## config.mk

```make
export PLATFORM = sky130hd
export DESIGN_NAME = timer_channel
export DESIGN_NICKNAME = d
export VERILOG_FILES = /design/src/rtl/tc_pkg.sv /design/src/rtl/tc_dec_stage.sv /design/src/rtl/tc_edge_detect.sv /design/src/rtl/timer_channel.sv
export SDC_FILE = /design/constraint.sdc
export NUM_CORES = 1
export LEC_CHECK = 0
export ABC_AREA = 1
export BUFFER_PORTS_ARGS = -buffer_cell sky130_fd_sc_hd__buf_2
export CORE_MARGIN = 1
export CORE_UTILIZATION = 46
export DETAILED_ROUTE_END_ITERATION = 10
export HOLD_SLACK_MARGIN = 0.03
export SYNTH_ARGS = -nofsm -noshare
export SYNTH_HDL_FRONTEND = slang
export SYNTH_SLANG_ARGS = --single-unit
export TNS_END_PERCENT = 5
```

## constraint.sdc

```tcl
create_clock -name clk -period 2.9 [get_ports clk]
set_clock_uncertainty 0.2 [all_clocks]
set_input_delay 0.435 -clock clk [delete_from_list [all_inputs] [get_ports clk]]
set_output_delay 0.435 -clock clk [all_outputs]
set_load 0.05 [all_outputs]
```

## src/rtl/tc_pkg.sv

```systemverilog
package tc_pkg;

    typedef enum logic [2:0] {
        ST_IDLE,
        ST_LOAD,
        ST_WAIT,
        ST_RUN,
        ST_DONE
    } tc_state_e;

    localparam logic [2:0] MD_TERM     = 3'd0;
    localparam logic [2:0] MD_ONESHOT  = 3'd1;
    localparam logic [2:0] MD_RATE     = 3'd2;
    localparam logic [2:0] MD_SQUARE   = 3'd3;
    localparam logic [2:0] MD_SWSTROBE = 3'd4;
    localparam logic [2:0] MD_HWSTROBE = 3'd5;

endpackage

```

## src/rtl/tc_dec_stage.sv

```systemverilog
module tc_dec_stage #(
    parameter int CNT_W = 16
) (
    input  logic [CNT_W-1:0] val_i,
    input  logic             bcd_i,
    output logic [CNT_W-1:0] val_o
);
    localparam int NDIG = CNT_W / 4;

    logic [NDIG:0]      borrow;
    logic [CNT_W-1:0]   dec_res;

    assign borrow[0] = 1'b1;

    for (genvar d = 0; d < NDIG; d++) begin : g_digit
        logic [3:0] dig;
        assign dig = val_i[4*d +: 4];
        assign borrow[d+1] = borrow[d] & (dig == 4'd0);
        assign dec_res[4*d +: 4] = !borrow[d]    ? dig :
                                   (dig == 4'd0) ? 4'd9 : dig - 4'd1;
    end

    assign val_o = bcd_i ? dec_res : val_i - {{(CNT_W-1){1'b0}}, 1'b1};

endmodule

```

## src/rtl/tc_edge_detect.sv

```systemverilog
module tc_edge_detect (
    input  logic clk,
    input  logic rst_n,
    input  logic sig_i,
    output logic rise_o
);
    logic sig_q;

    always_ff @(posedge clk or negedge rst_n) begin
        if (!rst_n) sig_q <= 1'b0;
        else        sig_q <= sig_i;
    end

    assign rise_o = sig_i & ~sig_q;

endmodule

```

## src/rtl/timer_channel.sv

```systemverilog
module timer_channel
    import tc_pkg::*;
#(
    parameter int CNT_W = 16
) (
    input  logic             clk,
    input  logic             rst_n,
    input  logic             gate,
    input  logic [2:0]       cfg_mode,
    input  logic             cfg_bcd,
    input  logic             cnt_wr,
    input  logic [CNT_W-1:0] cnt_val,
    output logic [CNT_W-1:0] count_o,
    output logic             out_o,
    output logic             null_o
);
    localparam logic [CNT_W-1:0] C_ZERO = '0;
    localparam logic [CNT_W-1:0] C_ONE  = CNT_W'(1);
    localparam logic [CNT_W-1:0] C_TWO  = CNT_W'(2);

    tc_state_e        state_q, state_d;
    logic [2:0]       mode_q, mode_d;
    logic             bcd_q, bcd_d;
    logic [CNT_W-1:0] pend_q, pend_d;
    logic [CNT_W-1:0] ce_q, ce_d;
    logic             skip_q, skip_d;
    logic             out_q, out_d;
    logic             null_q, null_d;

    logic             trig, en, keep, trig_mode;
    logic [CNT_W-1:0] dec1, dec2, pend_even;

    tc_edge_detect u_gate_edge (
        .clk    (clk),
        .rst_n  (rst_n),
        .sig_i  (gate),
        .rise_o (trig)
    );

    tc_dec_stage #(.CNT_W(CNT_W)) u_dec_a (.val_i(ce_q), .bcd_i(bcd_q), .val_o(dec1));
    tc_dec_stage #(.CNT_W(CNT_W)) u_dec_b (.val_i(dec1), .bcd_i(bcd_q), .val_o(dec2));

    assign trig_mode = (mode_q == MD_ONESHOT) || (mode_q == MD_HWSTROBE);
    assign en        = trig_mode ? 1'b1 : gate;
    assign pend_even = {pend_q[CNT_W-1:1], 1'b0};

    always_comb begin
        state_d = state_q;
        mode_d  = mode_q;
        bcd_d   = bcd_q;
        pend_d  = pend_q;
        ce_d    = ce_q;
        skip_d  = skip_q;
        out_d   = out_q;
        null_d  = null_q;
        keep    = 1'b0;

        unique case (state_q)
            ST_IDLE: ;
            ST_LOAD: begin
                ce_d    = (mode_q == MD_SQUARE) ? pend_even : pend_q;
                skip_d  = (mode_q == MD_SQUARE) & pend_q[0];
                null_d  = 1'b0;
                state_d = ST_RUN;
            end
            ST_WAIT: begin
                if (trig) begin
                    ce_d    = pend_q;
                    null_d  = 1'b0;
                    state_d = ST_RUN;
                    if (mode_q == MD_ONESHOT) out_d = 1'b0;
                end
            end
            ST_RUN: begin
                if (trig_mode && trig) begin
                    ce_d   = pend_q;
                    null_d = 1'b0;
                    if (mode_q == MD_ONESHOT) out_d = 1'b0;
                end else begin
                    case (mode_q)
                        MD_TERM, MD_ONESHOT: begin
                            if (en) begin
                                if (ce_q == C_ONE) begin
                                    ce_d    = C_ZERO;
                                    out_d   = 1'b1;
                                    state_d = ST_DONE;
                                end else begin
                                    ce_d = dec1;
                                end
                            end
                        end
                        MD_SWSTROBE, MD_HWSTROBE: begin
                            if (en) begin
                                if (ce_q == C_ONE) begin
                                    ce_d    = C_ZERO;
                                    out_d   = 1'b0;
                                    state_d = ST_DONE;
                                end else begin
                                    ce_d = dec1;
                                end
                            end
                        end
                        MD_RATE: begin
                            out_d = 1'b1;
                            if (en) begin
                                if (ce_q == C_ONE) begin
                                    ce_d   = pend_q;
                                    null_d = 1'b0;
                                    out_d  = 1'b0;
                                end else begin
                                    ce_d = dec1;
                                end
                            end
                        end
                        MD_SQUARE: begin
                            if (en) begin
                                if (skip_q) begin
                                    skip_d = 1'b0;
                                end else if (ce_q == C_TWO) begin
                                    out_d  = ~out_q;
                                    ce_d   = pend_even;
                                    skip_d = ~out_q & pend_q[0];
                                    null_d = 1'b0;
                                end else begin
                                    ce_d = dec2;
                                end
                            end
                        end
                        default: ;
                    endcase
                end
            end
            ST_DONE: begin
                if (mode_q == MD_SWSTROBE || mode_q == MD_HWSTROBE) out_d = 1'b1;
                if (trig_mode && trig) begin
                    ce_d    = pend_q;
                    null_d  = 1'b0;
                    state_d = ST_RUN;
                    out_d   = (mode_q != MD_ONESHOT);
                end
            end
            default: state_d = ST_IDLE;
        endcase

        if (cnt_wr) begin
            pend_d = cnt_val;
            mode_d = cfg_mode;
            bcd_d  = cfg_bcd;
            null_d = 1'b1;
            keep   = (cfg_mode == mode_q) &&
                     ((((cfg_mode == MD_RATE) || (cfg_mode == MD_SQUARE)) && state_q == ST_RUN) ||
                      (((cfg_mode == MD_ONESHOT) || (cfg_mode == MD_HWSTROBE)) &&
                       (state_q == ST_RUN || state_q == ST_DONE || state_q == ST_WAIT)));
            if (!keep) begin
                ce_d    = ce_q;
                skip_d  = 1'b0;
                out_d   = (cfg_mode != MD_TERM);
                state_d = ((cfg_mode == MD_ONESHOT) || (cfg_mode == MD_HWSTROBE)) ? ST_WAIT : ST_LOAD;
            end
        end
    end

    always_ff @(posedge clk or negedge rst_n) begin
        if (!rst_n) state_q <= ST_IDLE;
        else        state_q <= state_d;
    end

    always_ff @(posedge clk or negedge rst_n) begin
        if (!rst_n) begin
            mode_q <= MD_TERM;
            bcd_q  <= 1'b0;
            pend_q <= C_ZERO;
            ce_q   <= C_ZERO;
            skip_q <= 1'b0;
            out_q  <= 1'b0;
            null_q <= 1'b0;
        end else begin
            mode_q <= mode_d;
            bcd_q  <= bcd_d;
            pend_q <= pend_d;
            ce_q   <= ce_d;
            skip_q <= skip_d;
            out_q  <= out_d;
            null_q <= null_d;
        end
    end

    assign count_o = ce_q;
    assign out_o   = out_q;
    assign null_o  = null_q;

endmodule

```

## Word level (Yosys, flattened, before mapping)

Cells that the tools add are included.

- Word-level logic and storage cells: 160
- Bits in registers: 43
- Input bits: 24
- Output and inout bits: 18

- Add/subtract/negate cells: 10
- Reductions and logical operators: 27
- Bitwise logic cells: 9
- Mux-type cells: 79
- Equal/unequal tests: 26

Operators by type and width:

| kind | count |
|---|---|
| 2-to-1 mux 16 bit | 14 |
| one-hot mux 16 bit (4 select lines) | 1 |
| 2-to-1 mux 4 bit | 14 |
| one-hot mux 16 bit (3 select lines) | 1 |
| 2-to-1 mux 1 bit | 34 |
| logical NOT 4 bit | 8 |
| subtractor 16 x 1 -> 16 bit, second input constant | 2 |
| subtractor 4 x 1 -> 4 bit, second input constant | 8 |
| inequality test 5 bit, second input constant | 5 |
| 2-to-1 mux 3 bit | 8 |
| == test 3 x 2 -> 1 bit, second input constant | 6 |
| == test 16 x 1 -> 1 bit, second input constant | 1 |
| == test 16 x 2 -> 1 bit, second input constant | 1 |
| one-hot mux 3 bit (5 select lines) | 1 |
| == test 3 bit, second input constant | 4 |
| == test 3 x 1 -> 1 bit, second input constant | 3 |
| AND reduction 9 bit | 1 |
| one-hot mux 1 bit (4 select lines) | 2 |
| bitwise AND 1 bit | 7 |
| logical OR 1 bit | 7 |
| logical NOT 3 bit | 2 |
| inequality test 3 bit, second input constant | 2 |
| inequality test 5 x 4 -> 1 bit, second input constant | 1 |
| nonzero test 5 bit | 1 |
| 11 further kinds | 17 |

## Logic depth before layout (Yosys ltp)

Gate-level depths: netlist of run 1.

- Word-level depth: 18
- Gate-level depth with buffers: 24
- Mapped depth without buffers: 24

## Modules after synthesis

From an unflattened synthesis of run 1, not the netlist that was laid out.

- Cells, all modules: 719
- Area total of the unflattened synthesis: 4331.7 um^2

By module, submodules not included:

| module | area each (um^2) | cells each | seq. area each (um^2) | times used |
|---|---|---|---|---|
| timer_channel | 2707.6 | 377 | 1051.0 | 1 |
| tc_dec_stage at u_dec_a | 830.8 | 177 | 0.0 | 1 |
| tc_dec_stage at u_dec_b | 758.2 | 162 | 0.0 | 1 |
| tc_edge_detect | 35.0 | 3 | 25.0 | 1 |

## Worst setup path after synthesis of run 1

Ideal clock, no wire load.

- Path type: reg-to-reg
- Start: reg ce_q[0] (netlist: count_o[0])
- End: reg ce_q[14] (netlist: count_o[14])
- Buffers on the path: 0
- Arrival: 2823 ps
- Clock period less this slack: 3141 ps
- Slack: -241 ps
- Cell stages (with the launch flop): 24
- Cell sequence: dfrtp_1 -> clkinv_1 -> ha_1 -> nand2_4 -> nor2_8 -> nand2_2 -> nor2_2 -> nand2_1 -> nand3_1 -> nand2_1 -> ha_1 -> nand2_1 -> nor2_1 -> nand2_2 -> nand2_2 -> inv_2 -> nand2_1 -> nand2_1 -> nand2_1 -> nand2_1 -> nand2_1 -> nand2_1 -> nand2_1 -> nand2_1

- Cells in the longest elaborated chain, start to end: 17
- Elaborated cells on any way between the ends: 35
- Classes of those cells: 4 x add/sub; 2 x eq/ne; 20 x mux; 4 x bitwise; 5 x reduce/logical

Ends and longest elaborated chain:

| element | line | RTL |
|---|---|---|
| start: declaration | timer_channel.sv:25 | `logic [CNT_W-1:0] ce_q, ce_d;` |
| start signal: assignment | timer_channel.sv:173 | `ce_q <= C_ZERO;` |
| start signal: assignment | timer_channel.sv:181 | `ce_q <= ce_d;` |
| parallel branches: the longest is 12 deep, another holds subtractor 16 x 1 -> 16 bit | n/a |  |
| one-hot mux 16 bit (3 select lines) (*) | timer_channel.sv:80 | `case (mode_q)` |
| 2-to-1 mux 16 bit (*) | timer_channel.sv:75 | `if (trig_mode && trig) begin` |
| one-hot mux 16 bit (4 select lines) (*) | timer_channel.sv:58 | `unique case (state_q)` |
| 2-to-1 mux 16 bit | timer_channel.sv:154 | `if (!keep) begin` |
| 2-to-1 mux 16 bit (*) | timer_channel.sv:145 | `if (cnt_wr) begin` |

Every way passes the cells marked *. The select of a mux whose other input is x is not followed.
A chain may end at the register's enable or synchronous reset.

## Final worst setup path of run 1

- Start: reg ce_q[12] (netlist: count_o[12])
- End: reg ce_q[6] (netlist: count_o[6])

- Cells in the longest elaborated chain, start to end: 9
- Elaborated cells on any way between the ends: 14
- Classes of those cells: 2 x eq/ne; 12 x mux

Ends and longest elaborated chain:

| element | line | RTL |
|---|---|---|
| == test 16 x 2 -> 1 bit | timer_channel.sv:119 | `end else if (ce_q == C_TWO) begin` |
| 2-to-1 mux 16 bit | timer_channel.sv:119 |  |
| 2-to-1 mux 16 bit | timer_channel.sv:117 | `if (skip_q) begin` |
| 2-to-1 mux 16 bit | timer_channel.sv:116 | `if (en) begin` |
| one-hot mux 16 bit (3 select lines) (*) | timer_channel.sv:80 |  |
| 2-to-1 mux 16 bit (*) | timer_channel.sv:75 |  |
| one-hot mux 16 bit (4 select lines) (*) | timer_channel.sv:58 |  |
| 2-to-1 mux 16 bit | timer_channel.sv:154 |  |
| 2-to-1 mux 16 bit (*) | timer_channel.sv:145 |  |

Every way passes the cells marked *; elsewhere a longest branch is shown, timed or not. The select of a mux whose other input is x is not followed.

==> impl_results.md, run 1 <==
- Tmin final: about 2.7 ns
- Port Buffers: between 40 and 50
- Vias in the first global route: 4,520
- Commonest cells after routing, fill and taps aside: nand2_1 (174), inv_1 (89), o21ai_0 (65), nand3_1 (56)
- Fin util: 0.556
- CP most frequent cell: o21ai_0
- Syn_nets: about 710
- DRT antenna net count: 0
- Initial core utilization: 0.481
- Unrepaired setup endpoints after global routing: false
- CP Class: flip-flop to flip-flop
- Slew margin rel.: 0.592
- CP peak stage delay: 0.40 ns
- Hold Crit Class: input port to asynchronous set/reset pin
- NumNets Final: 768
- Crit start category: flip-flop
- Failing checks: design-rule violations
- Core box area: a little under 0.009 mm^2
- Clock root buffer: clkbuf_8
- Synthesized flop and latch total: 43
- Psw: 2.54 mW
- CP top delay family: simple AND/OR/NAND/NOR gates
- Largest net degree at the start of global routing: 44
- Netlist Area Pre-Place: 0.00423 mm^2
- Die area: 0.00959 mm^2
- Area Overhead vs Synth: 15.6%
- Worst Setup End Kind: flip-flop
- Die W: just under 100 um
- WP data required: approximately 2.9 ns
- Most common cell after layout, fill and taps aside: nand2_1
- WL final: between 10,000 and 15,000 um
- Final HPWL DP: ~10,000 um
- FFs w/ async S/R, synth: 1.00
- Seq pwr share: 0.208
- Slew Limit Fails: 0
- Clock-pin slew on the worst setup and hold paths: 0.10 ns
- Post-synth EDFFs: 0
- Ant. Diodes: 0
- Arrival time worst endpoint: 2.77 ns
- Post-route clock period utilization: 0.943
- Comb power frac: 0.699
- Initial antenna violation count: 0
- Fin. Hold Viols: 0
- Final setup fails: 0
- Layout Cells excl Fill: 846
- Crit Path Max Fanout: 11
- Clk_lat worst skew: 0.31 ns
- Fmax: 366 MHz
- Clock share of power: 0.093
- Via count: 4,814
- Max Root-Sink Buffers: 2
- Mapped Cells: 677
- Clk sink count: 43
- Internal power: 1.90 mW
- Reg-to-reg slack, setup: between 0.15 and 0.2 ns
- Routability Congestion: just over 0.9
- Register Area: 0.00108 mm^2
- FILL cells: ~910
- Max-cap violation count: 0
- Drt first pass iters: 9
- Buffers & Inverters on Critical Path: 1
- Yosys cell types: 41
- Avg Cell Area, Syn: 6.25 um^2
- Placed Cells: 838
- Critical path's slowest cell: dfrtp_1
- Main synth FF type: dfrtp_1
- Layout cells sized above 1: 0.218
- Peak VDD IR: 0.374 mV
- First-pass GRT wire length: 22,500 um
- IO Count: 42
- Leakage power: ~2.4 nW
- Routed len/inst: 15.9 um
- Pwr Density: 907 mW/mm^2
- YS warnings: 0
- Drt drc: 4
- Cell-by-cell trace of the critical path: nor2_1 -> nand2_1 -> nor2_2 -> nand3_1 -> nor3_2 -> nand2_2 -> buf_4 -> o221ai_1 -> o21ai_0 -> a21oi_1 -> o21ai_0 -> o21ai_0
- Net Sw Frac: 0.573
- Setup bufs post-CTS: 0
- TritonCTS clock tree: built
- Outcome: finished, violations left
- Initial drt markers: about 400
- TNS Setup: 0 ns
- Multi-input logic area: 0.00276 mm^2
- CTS buffer count: 5
- Worst Tran Pin Value: 0.611 ns
- Total GRT Usage: 0.292
- Placed cell area: 0.00474 mm^2
- Seq/Total Area, Yosys: 0.254
- Aggregate global routing overflow: 0
- Die Ht: 97.9 um
- Row cnt: 34
- Via-to-Cell Ratio: 5.69
- Final instance area: 0.00489 mm^2
- H-Tree Depth: 2
-- kinds of logic after synthesis --
family          synth area share
compound gates             0.202
xor+xnor                  0.0186
fa+ha+maj                 0.0207
buf+inv                    0.109
flops                      0.254
simple gates               0.395
-- sequential cells by signal, summed over array words and instances (netlist names) --
name and flops:
bcd_q 1, skip_q 1, count_o 16, out_o 1, pend_q 16, mode_q 3, u_gate_edge.sig_q 1, null_o 1
state_q 3
-- Yosys cell counts, types with 5 or more instances --
master | instances | area, um^2
a21oi_1 | 27 | 135
buf_2 | 10 | 50.1
clkbuf_1 | 12 | 45.0
dfrtp_1 | 43 | 1080
ha_1 | 7 | 87.6
inv_1 | 90 | 338
inv_2 | 5 | 18.8
nand2_1 | 179 | 672
nand2_2 | 19 | 119
nand3_1 | 57 | 285
nand4_1 | 12 | 75.1
nor2_1 | 50 | 188
nor2_2 | 9 | 56.3
nor2_4 | 5 | 56.3
nor3_1 | 7 | 35.0
o211ai_1 | 8 | 60.1
o21ai_0 | 65 | 325
o21ai_1 | 8 | 40.0
o221ai_1 | 14 | 123
xor2_1 | 8 | 70.1
-- path summary, 6_finish.rpt --
check	cells past startpoint	to	from
max reg2reg	12	count_o[6]	count_o[12]
max	12	count_o[6]	count_o[12]
max in group asynchronous	2	count_o[9]	rst_n
min in group clk	1	u_gate_edge.sig_q	gate
min	2	count_o[12]	rst_n
min reg2reg	2	null_o	null_o
-- final cells by class --
cell class	instances	area share
well taps	108	0.0276
flip-flops and latches	43	0.221
repair buffers	76	0.0956
clock buffers	6	0.0148
inverters	96	0.0739
clock inverters	2	0.00256
multi-input cells	515	0.564
-- worst register-to-register path, stage by stage, from the launching register on --
cell and delay (ns):
dfrtp_1 0.40, nor2_1 0.20, nand2_1 0.16, nor2_2 0.22, nand3_1 0.12, nor3_2 0.31
nand2_2 0.18, buf_4 0.23, o221ai_1 0.15, o21ai_0 0.11, a21oi_1 0.12, o21ai_0 0.16
o21ai_0 0.11
-- power groups by stage --
stage	clock [mW]	sequential [mW]	combinational, mW
2_1_floorplan	0	1.33	1.76
3_3_place_gp	0	0.910	2.95
3_5_place_dp	0	0.917	2.98
4_1_cts	0.416	0.905	2.99
5_1_grt	0.442	0.943	3.42
6_report	0.412	0.923	3.10
-- through the flow --
stage                     total power, mW  worst slack (ns)  hold WS, ns
final                                4.44             0.165      0.00990
after detailed placement             3.89            0.0803        0.273
after global routing                 4.80           0.00385       0.0548
after global placement               3.86             0.140        0.273
after CTS                            4.31            0.0534       0.0395
after floorplan                      3.09            0.0987      -0.0606
-- per-layer routing --
metal  global-route usage  share of wire  vias to the layer above
met5                    0              0                        -
met4               0.0769          0.017                        0
met3               0.0401          0.066                       21
met2                0.470           0.45                      189
met1                0.411           0.47                     2247
li1                     -              -                     2357
-- timing repair --
item / in CTS / in global routing
endpoints found under the setup margin: 0 / 11
hold buffers: 0 / 0
endpoints found under the hold margin: 0 / 0
resized for setup: 0 / 25
Note: power is estimated with default switching activity, not from simulation.
==> run 2, diff against run 1 <==
--- a/config.mk
+++ b/config.mk
@@ -9,8 +9,10 @@
 export BUFFER_PORTS_ARGS = -buffer_cell sky130_fd_sc_hd__buf_2
 export CORE_MARGIN = 1
 export CORE_UTILIZATION = 46
+export CTS_CLUSTER_DIAMETER = 40
 export DETAILED_ROUTE_END_ITERATION = 10
 export HOLD_SLACK_MARGIN = 0.03
+export PLACE_DENSITY = 0.67
 export SYNTH_ARGS = -nofsm -noshare
 export SYNTH_HDL_FRONTEND = slang
 export SYNTH_SLANG_ARGS = --single-unit
==> constraint.sdc (replaced) <==
create_clock -name clk -period 2.3 [get_ports clk]
set_clock_uncertainty 0.2 [all_clocks]
set_input_delay 0.345 -clock clk [delete_from_list [all_inputs] [get_ports clk]]
set_output_delay 0.345 -clock clk [all_outputs]
set_load 0.05 [all_outputs]
==> impl_results.md, run 2 (synthesized netlist as in run 1, its figures left out) <==
- Outcome: finished, violations left
- Failing checks: design-rule violations, negative setup slack
- TNS Setup: -3.28 ns
- WL final: around 14,000 um
- Max-cap violation count: 0
- Final WS setup: -0.257 ns
- CTS buffer count: 5
- Worst Setup End Kind: flip-flop
- Post-route clock period utilization: 1.11
- Placed cell area: 0.00558 mm^2
- Tmin final: 2.56 ns
- Die area: 0.00959 mm^2
- Critical path's slowest cell: dfrtp_2
- Via count: 5,290
- Leakage power: 3.03 nW
- Reg-to-reg slack, setup: -0.26 ns
- Final HPWL DP: 11,100 um
- Max Root-Sink Buffers: 2
- First-pass GRT wire length: 24,400 um
- Fmax: 391 MHz
- NumNets Final: 877
- IO Count: 42
- Slew margin rel.: 0.618
- RR Startpoint: count_o[1]
- Layout cells sized above 1: 0.366
- Hold Crit Class: input port to flip-flop
- CP top delay family: simple AND/OR/NAND/NOR gates
- Vias in the first global route: 5,189
- Final instance area: about 0.006 mm^2
- Clk_lat worst skew: approximately 0.3 ns
- Drt first pass iters: 10
- Reg2Reg Depth: 15
- Crit start category: flip-flop
- Buffers & Inverters on Critical Path: 5
- Unrepaired setup endpoints after global routing: true
- Routability Congestion: 0.951
- Area Overhead vs Synth: 41.3%
- Via-to-Cell Ratio: 5.55
- Hold endpoint: pend_q[1]
- Initial drt markers: approximately 540
- Ant. Diodes: 0
- WP data required: approximately 2.3 ns
- Initial core utilization: 0.481
- Aggregate global routing overflow: 0
- Most common cell after layout, fill and taps aside: nand2_1
- DRT antenna net count: 0
- Hold Path Cell Cnt: 3
- FF-to-FF End: out_o
- TritonCTS clock tree: built
- Clk sink count: 43
- Pwr Density: 1170 mW/mm^2
- Clock root buffer: clkbuf_8
- Die Ht: between 90 and 100 um
- Total GRT Usage: 0.314
- Worst Tran Pin Value: between 0.5 and 0.6 ns
- Initial antenna violation count: 0
- Commonest cells after routing, fill and taps aside: nand2_1 (162), buf_4 (141), inv_1 (85), o21ai_0 (57), nand3_1 (49)
- Crit Path Max Fanout: 11
- Routed len/inst: 15.2 um
- Core box area: 0.00881 mm^2
- Die W: 97.9 um
- Final setup fails: 20
- Fin. Hold Viols: 0
- Slew Limit Fails: 0
- Cell-by-cell trace of the critical path: inv_4 -> buf_4 -> buf_4 -> ha_1 -> nand2_1 -> nor2_1 -> and3_1 -> buf_4 -> nand2_1 -> o21ai_0 -> nand4_1 -> nand3_1 -> o2111ai_1 -> o41ai_1 -> inv_1
- Power consumption: around 7.0 mW
- CP most frequent cell: buf_4
- Peak VDD IR: about 0.56 mV
- H-Tree Depth: 2
- Arrival time worst endpoint: 2.55 ns
- Drt drc: 2
- CP peak stage delay: 0.46 ns
- Row cnt: 34
- CP Class: flip-flop to flip-flop
- Port Buffers: 41
- Critical hold path startpoint: cnt_val[1]
- Clock-pin slew on the worst setup and hold paths: 0.09 ns
- Largest net degree at the start of global routing: 44
run 2: cell count changes in the layout (fill, tap and decap cells not counted), sizes merged:
cell,before,now
clkinvlp,1,0
clkinv,2,1
dlygate4sd3,0,1
bufinv,0,1
buf,76,184
run 2: cell type report:
type,count,area (um^2)
repair buffers,185,1310
fillers,785,2820
inverters,96,370
flip-flops and latches,43,1090
multi-input cells,515,2980
well taps,108,135
clock inverters,1,30.0
clock buffers,6,72.6
run 2: layer usage:
layer / wire (um) / GRT usage / share of wire / vias up
met1: 6500 / 0.415 / 0.45 / 2486
met2: 6790 / 0.549 / 0.47 / 200
met4: 197 / 0.0676 / 0.014 / 0
li1: - / - / - / 2581
met3: 968 / 0.0358 / 0.067 / 23
met5: 0 / 0 / 0 / -
run 2: worst register-to-register path, delay by kind of cell, from the launching register on:
| kind | cells | cell delay [ns] |
|---|---|---|
| AND/OR/NAND/NOR | 6 | 0.68 |
| buffers and inverters | 5 | 0.61 |
| flip-flops | 1 | 0.46 |
| AO/OA/AOI/OAI | 3 | 0.36 |
| adder cells (fa/ha/maj) | 1 | 0.16 |
run 2: through the flow:
step | utilization | hold WS (ns) | cells | setup slack [ns]
finish | 0.679 | 0.0396 | 954 | -0.257
global route | 0.679 | 0.0566 | 954 | -0.423
CTS | 0.664 | 0.0377 | 951 | -0.226
detailed placement | 0.634 | 0.263 | 938 | -0.301
global placement | 0.634 | 0.255 | 938 | -0.317
floorplan | - | -0.151 | 677 | -0.242
run 2: repair_timing:
action,4_1_cts,5_1_grt
gates resized for setup,37,34
setup endpoints to repair,20,21
hold buffers,1,0
pin swaps,20,20
endpoints found under the hold margin,43,0
buffers inserted,5,3
run 2: report_power, final:
group	leakage, nW	switching (mW)	internal [mW]
clock	0.0513	0.276	0.319
combinational	2.47	3.10	2.12
sequential	0.508	0.216	0.959
total	3.03	3.60	3.40
run 2: worst max-delay path by stage:
stage	from	end	slack [ns]	cells past startpoint
2_1_floorplan	count_o[0]	count_o[14]	-0.24	22
6_report	count_o[1]	out_o	-0.26	15
3_3_place_gp	count_o[2]	count_o[11]	-0.32	16
3_5_place_dp	count_o[1]	count_o[14]	-0.30	23
5_1_grt	count_o[2]	count_o[14]	-0.42	22
4_1_cts	count_o[3]	count_o[14]	-0.23	22
==> run 3, diff against run 2 <==
--- a/config.mk
+++ b/config.mk
@@ -5,13 +5,12 @@
 export SDC_FILE = /design/constraint.sdc
 export NUM_CORES = 1
 export LEC_CHECK = 0
-export ABC_AREA = 1
 export BUFFER_PORTS_ARGS = -buffer_cell sky130_fd_sc_hd__buf_2
 export CORE_MARGIN = 1
 export CORE_UTILIZATION = 46
 export CTS_CLUSTER_DIAMETER = 40
 export DETAILED_ROUTE_END_ITERATION = 10
-export HOLD_SLACK_MARGIN = 0.03
+export MAX_ROUTING_LAYER = met4
 export PLACE_DENSITY = 0.67
 export SYNTH_ARGS = -nofsm -noshare
 export SYNTH_HDL_FRONTEND = slang
==> impl_results.md, run 3 <==
- Crit Path Max Fanout: 5
- CP Class: flip-flop to flip-flop
- Main synth FF type: dfrtp_1
- Clock root buffer: clkbuf_8
- IO Count: 42
- Clk_lat worst skew: approximately 0.30 ns
- Count leader, synth: nand2_1
- NumNets Final: 722
- Clk sink count: 43
- Fmax: 309 MHz
- Vias in the first global route: 4,876
- Most common cell after layout, fill and taps aside: buf_4
- WL final: 15,000 um
- Max-cap violation count: 0
- Layout Cells excl Fill: 799
- Initial antenna violation count: 0
- Area Overhead vs Synth: 41.9%
- Final instance area: between 0.005 and 0.006 mm^2
- TritonCTS clock tree: built
- Final HPWL DP: 11,500 um
- Aggregate global routing overflow: 0
- Ant. Diodes: 0
- Outcome: finished, violations left
- Buffers & Inverters on Critical Path: 1
- Largest cells by area after synthesis: dfrtp_1 (26%), a21oi_1 (5.2%), mux2_2 (5.1%)
- Layout cells sized above 1: 0.424
- Initial drt markers: 427
- Placed cell area: 0.00552 mm^2
- Tmin final: ~3.2 ns
- Pwr Density: 1040 mW/mm^2
- Synthesized flop and latch total: 43
- DRT antenna net count: 0
- Fin util: 0.676
- Commonest cells after routing, fill and taps aside: buf_4 (156), nand2_1 (56), a21oi_1 (41), buf_2 (41), dfrtp_1 (39)
- Port Buffers: 41
- YS warnings: 0
- Netlist Area Pre-Place: 0.00418 mm^2
- Worst Setup End Kind: flip-flop
- Peak VDD IR: 0.478 mV
- Placed Cells: 791
- Via count: between 4,000 and 5,000
- Leakage power: 2.59 nW
- Setup bufs post-CTS: 0
- Row cnt: 34
- Routability Congestion: 0.962
- Final setup fails: 22
- Place WS: -0.943 ns
- Die area: between 0.009 and 0.01 mm^2
- Synth area leader: dfrtp_1
- H-Tree Depth: 2
- Largest net degree at the start of global routing: 26
- WP data required: 2.33 ns
- Slew Limit Fails: 0
- Worst Tran Pin Value: 0.549 ns
- Post-synth EDFFs: 0
- Drt first pass iters: 5
- TNS Setup: -12.74 ns
- Via-to-Cell Ratio: between 6 and 7
- Slew margin rel.: 0.634
- Seq/Total Area, Yosys: 0.258
- Critical path's slowest cell: or4_4
- Failing checks: negative setup slack
- Routed len/inst: about 19 um
- Most instantiated cells after synthesis: nand2_1 (57), a21oi_1 (43), dfrtp_1 (43)
- Die W: 97.3 um
- FFs w/ async S/R, synth: 1.00
- Yosys top cell area share: 0.258
- Clock-pin slew on the worst setup and hold paths: 0.09 ns
- Crit start category: flip-flop
- Syn_nets: 550
- Fin. Hold Viols: 0
- CTS buffer count: 5
- Cell-by-cell trace of the critical path: or4_4 -> or4_4 -> o41ai_4 -> a221oi_4 -> ha_4 -> inv_2 -> o211ai_1 -> or3_1 -> a211o_1 -> o211ai_1
- Arrival time worst endpoint: 3.26 ns
- Unrepaired setup endpoints after global routing: true
- First-pass GRT wire length: 24,300 um
- Core box area: 0.00876 mm^2
- Post-route clock period utilization: 1.41
- CP top delay family: simple AND/OR/NAND/NOR gates
- Total GRT Usage: 0.327
- Die Ht: 97.3 um
- Avg Cell Area, Syn: 8.05 um^2
- Max Root-Sink Buffers: 2
- Final WS setup: -0.932 ns
- Mapped Cells: 519
- CP peak stage delay: 0.56 ns
- Drt drc: 0
- Yosys cell types: 80
- Initial core utilization: 0.477
- Hold Crit Class: input port to flip-flop
==> run 3: final cells by class <==
type                       count  area [um^2]
clock buffer                   5         68.8
tap                          108          135
timing repair buffer         204         1470
clock inverter                 2         37.5
fill                         729         2840
sequential                    43         1080
multi-input combinational    425         3090
inverter                      12         45.0
==> run 3: report_power, final <==
part           internal (mW)  switching [mW]  total (mW)
sequential             0.910           0.128        1.04
clock                  0.318           0.299       0.618
combinational           1.94            2.54        4.49
total                   3.17            2.97        6.14
==> run 3: timing repair <==
action	4_1_cts	5_1_grt
endpoints found under the hold margin	18	0
cloned	0	0
pin swaps	7	10
setup endpoints to repair	22	22
hold buffers	1	0
gates resized for setup	36	30
==> run 3: worst paths after layout <==
check,end,startpoint,slack [ns],cells past startpoint
max,count_o[14],count_o[11],-0.93,10
min,bcd_q,cfg_bcd,0.06,3
max reg2reg,count_o[14],count_o[11],-0.93,10
min reg2reg,null_o,null_o,0.28,1
max in group asynchronous,pend_q[14],rst_n,0.83,3
min in group asynchronous,pend_q[1],rst_n,0.35,2
==> run 3: logic make-up after synthesis <==
family	synth area share
and+or+nand+nor	0.245
AOI/OAI and AO/OA	0.298
buffers and inverters	0.0698
DFF	0.258
muxes	0.0662
xor gates and xnor gates	0.0416
adders and majority gates	0.0210
==> run 3: stage by stage <==
stage / power [mW] / hold slack, ns
final: 6.14 / 0.0578
after global routing: 6.47 / 0.0703
after CTS: 5.88 / 0.0490
after detailed placement: 5.11 / 0.152
after global placement: 5.03 / 0.142
after floorplan: 3.42 / -0.151
==> run 3: worst reg2reg max path: cells and delay by family (launching register included) <==
kind	cells	cell delay, ns
DFF	1	0.40
AOI/OAI and AO/OA	5	0.88
and+or+nand+nor	3	1.42
adders and majority gates	1	0.19
buffers and inverters	1	0.05
==> run 3: per-layer routing <==
metal,wire (um),track usage
met4,329,0.109
met2,7070,0.513
met3,1010,0.0511
met1,6590,0.433
met5,0,-
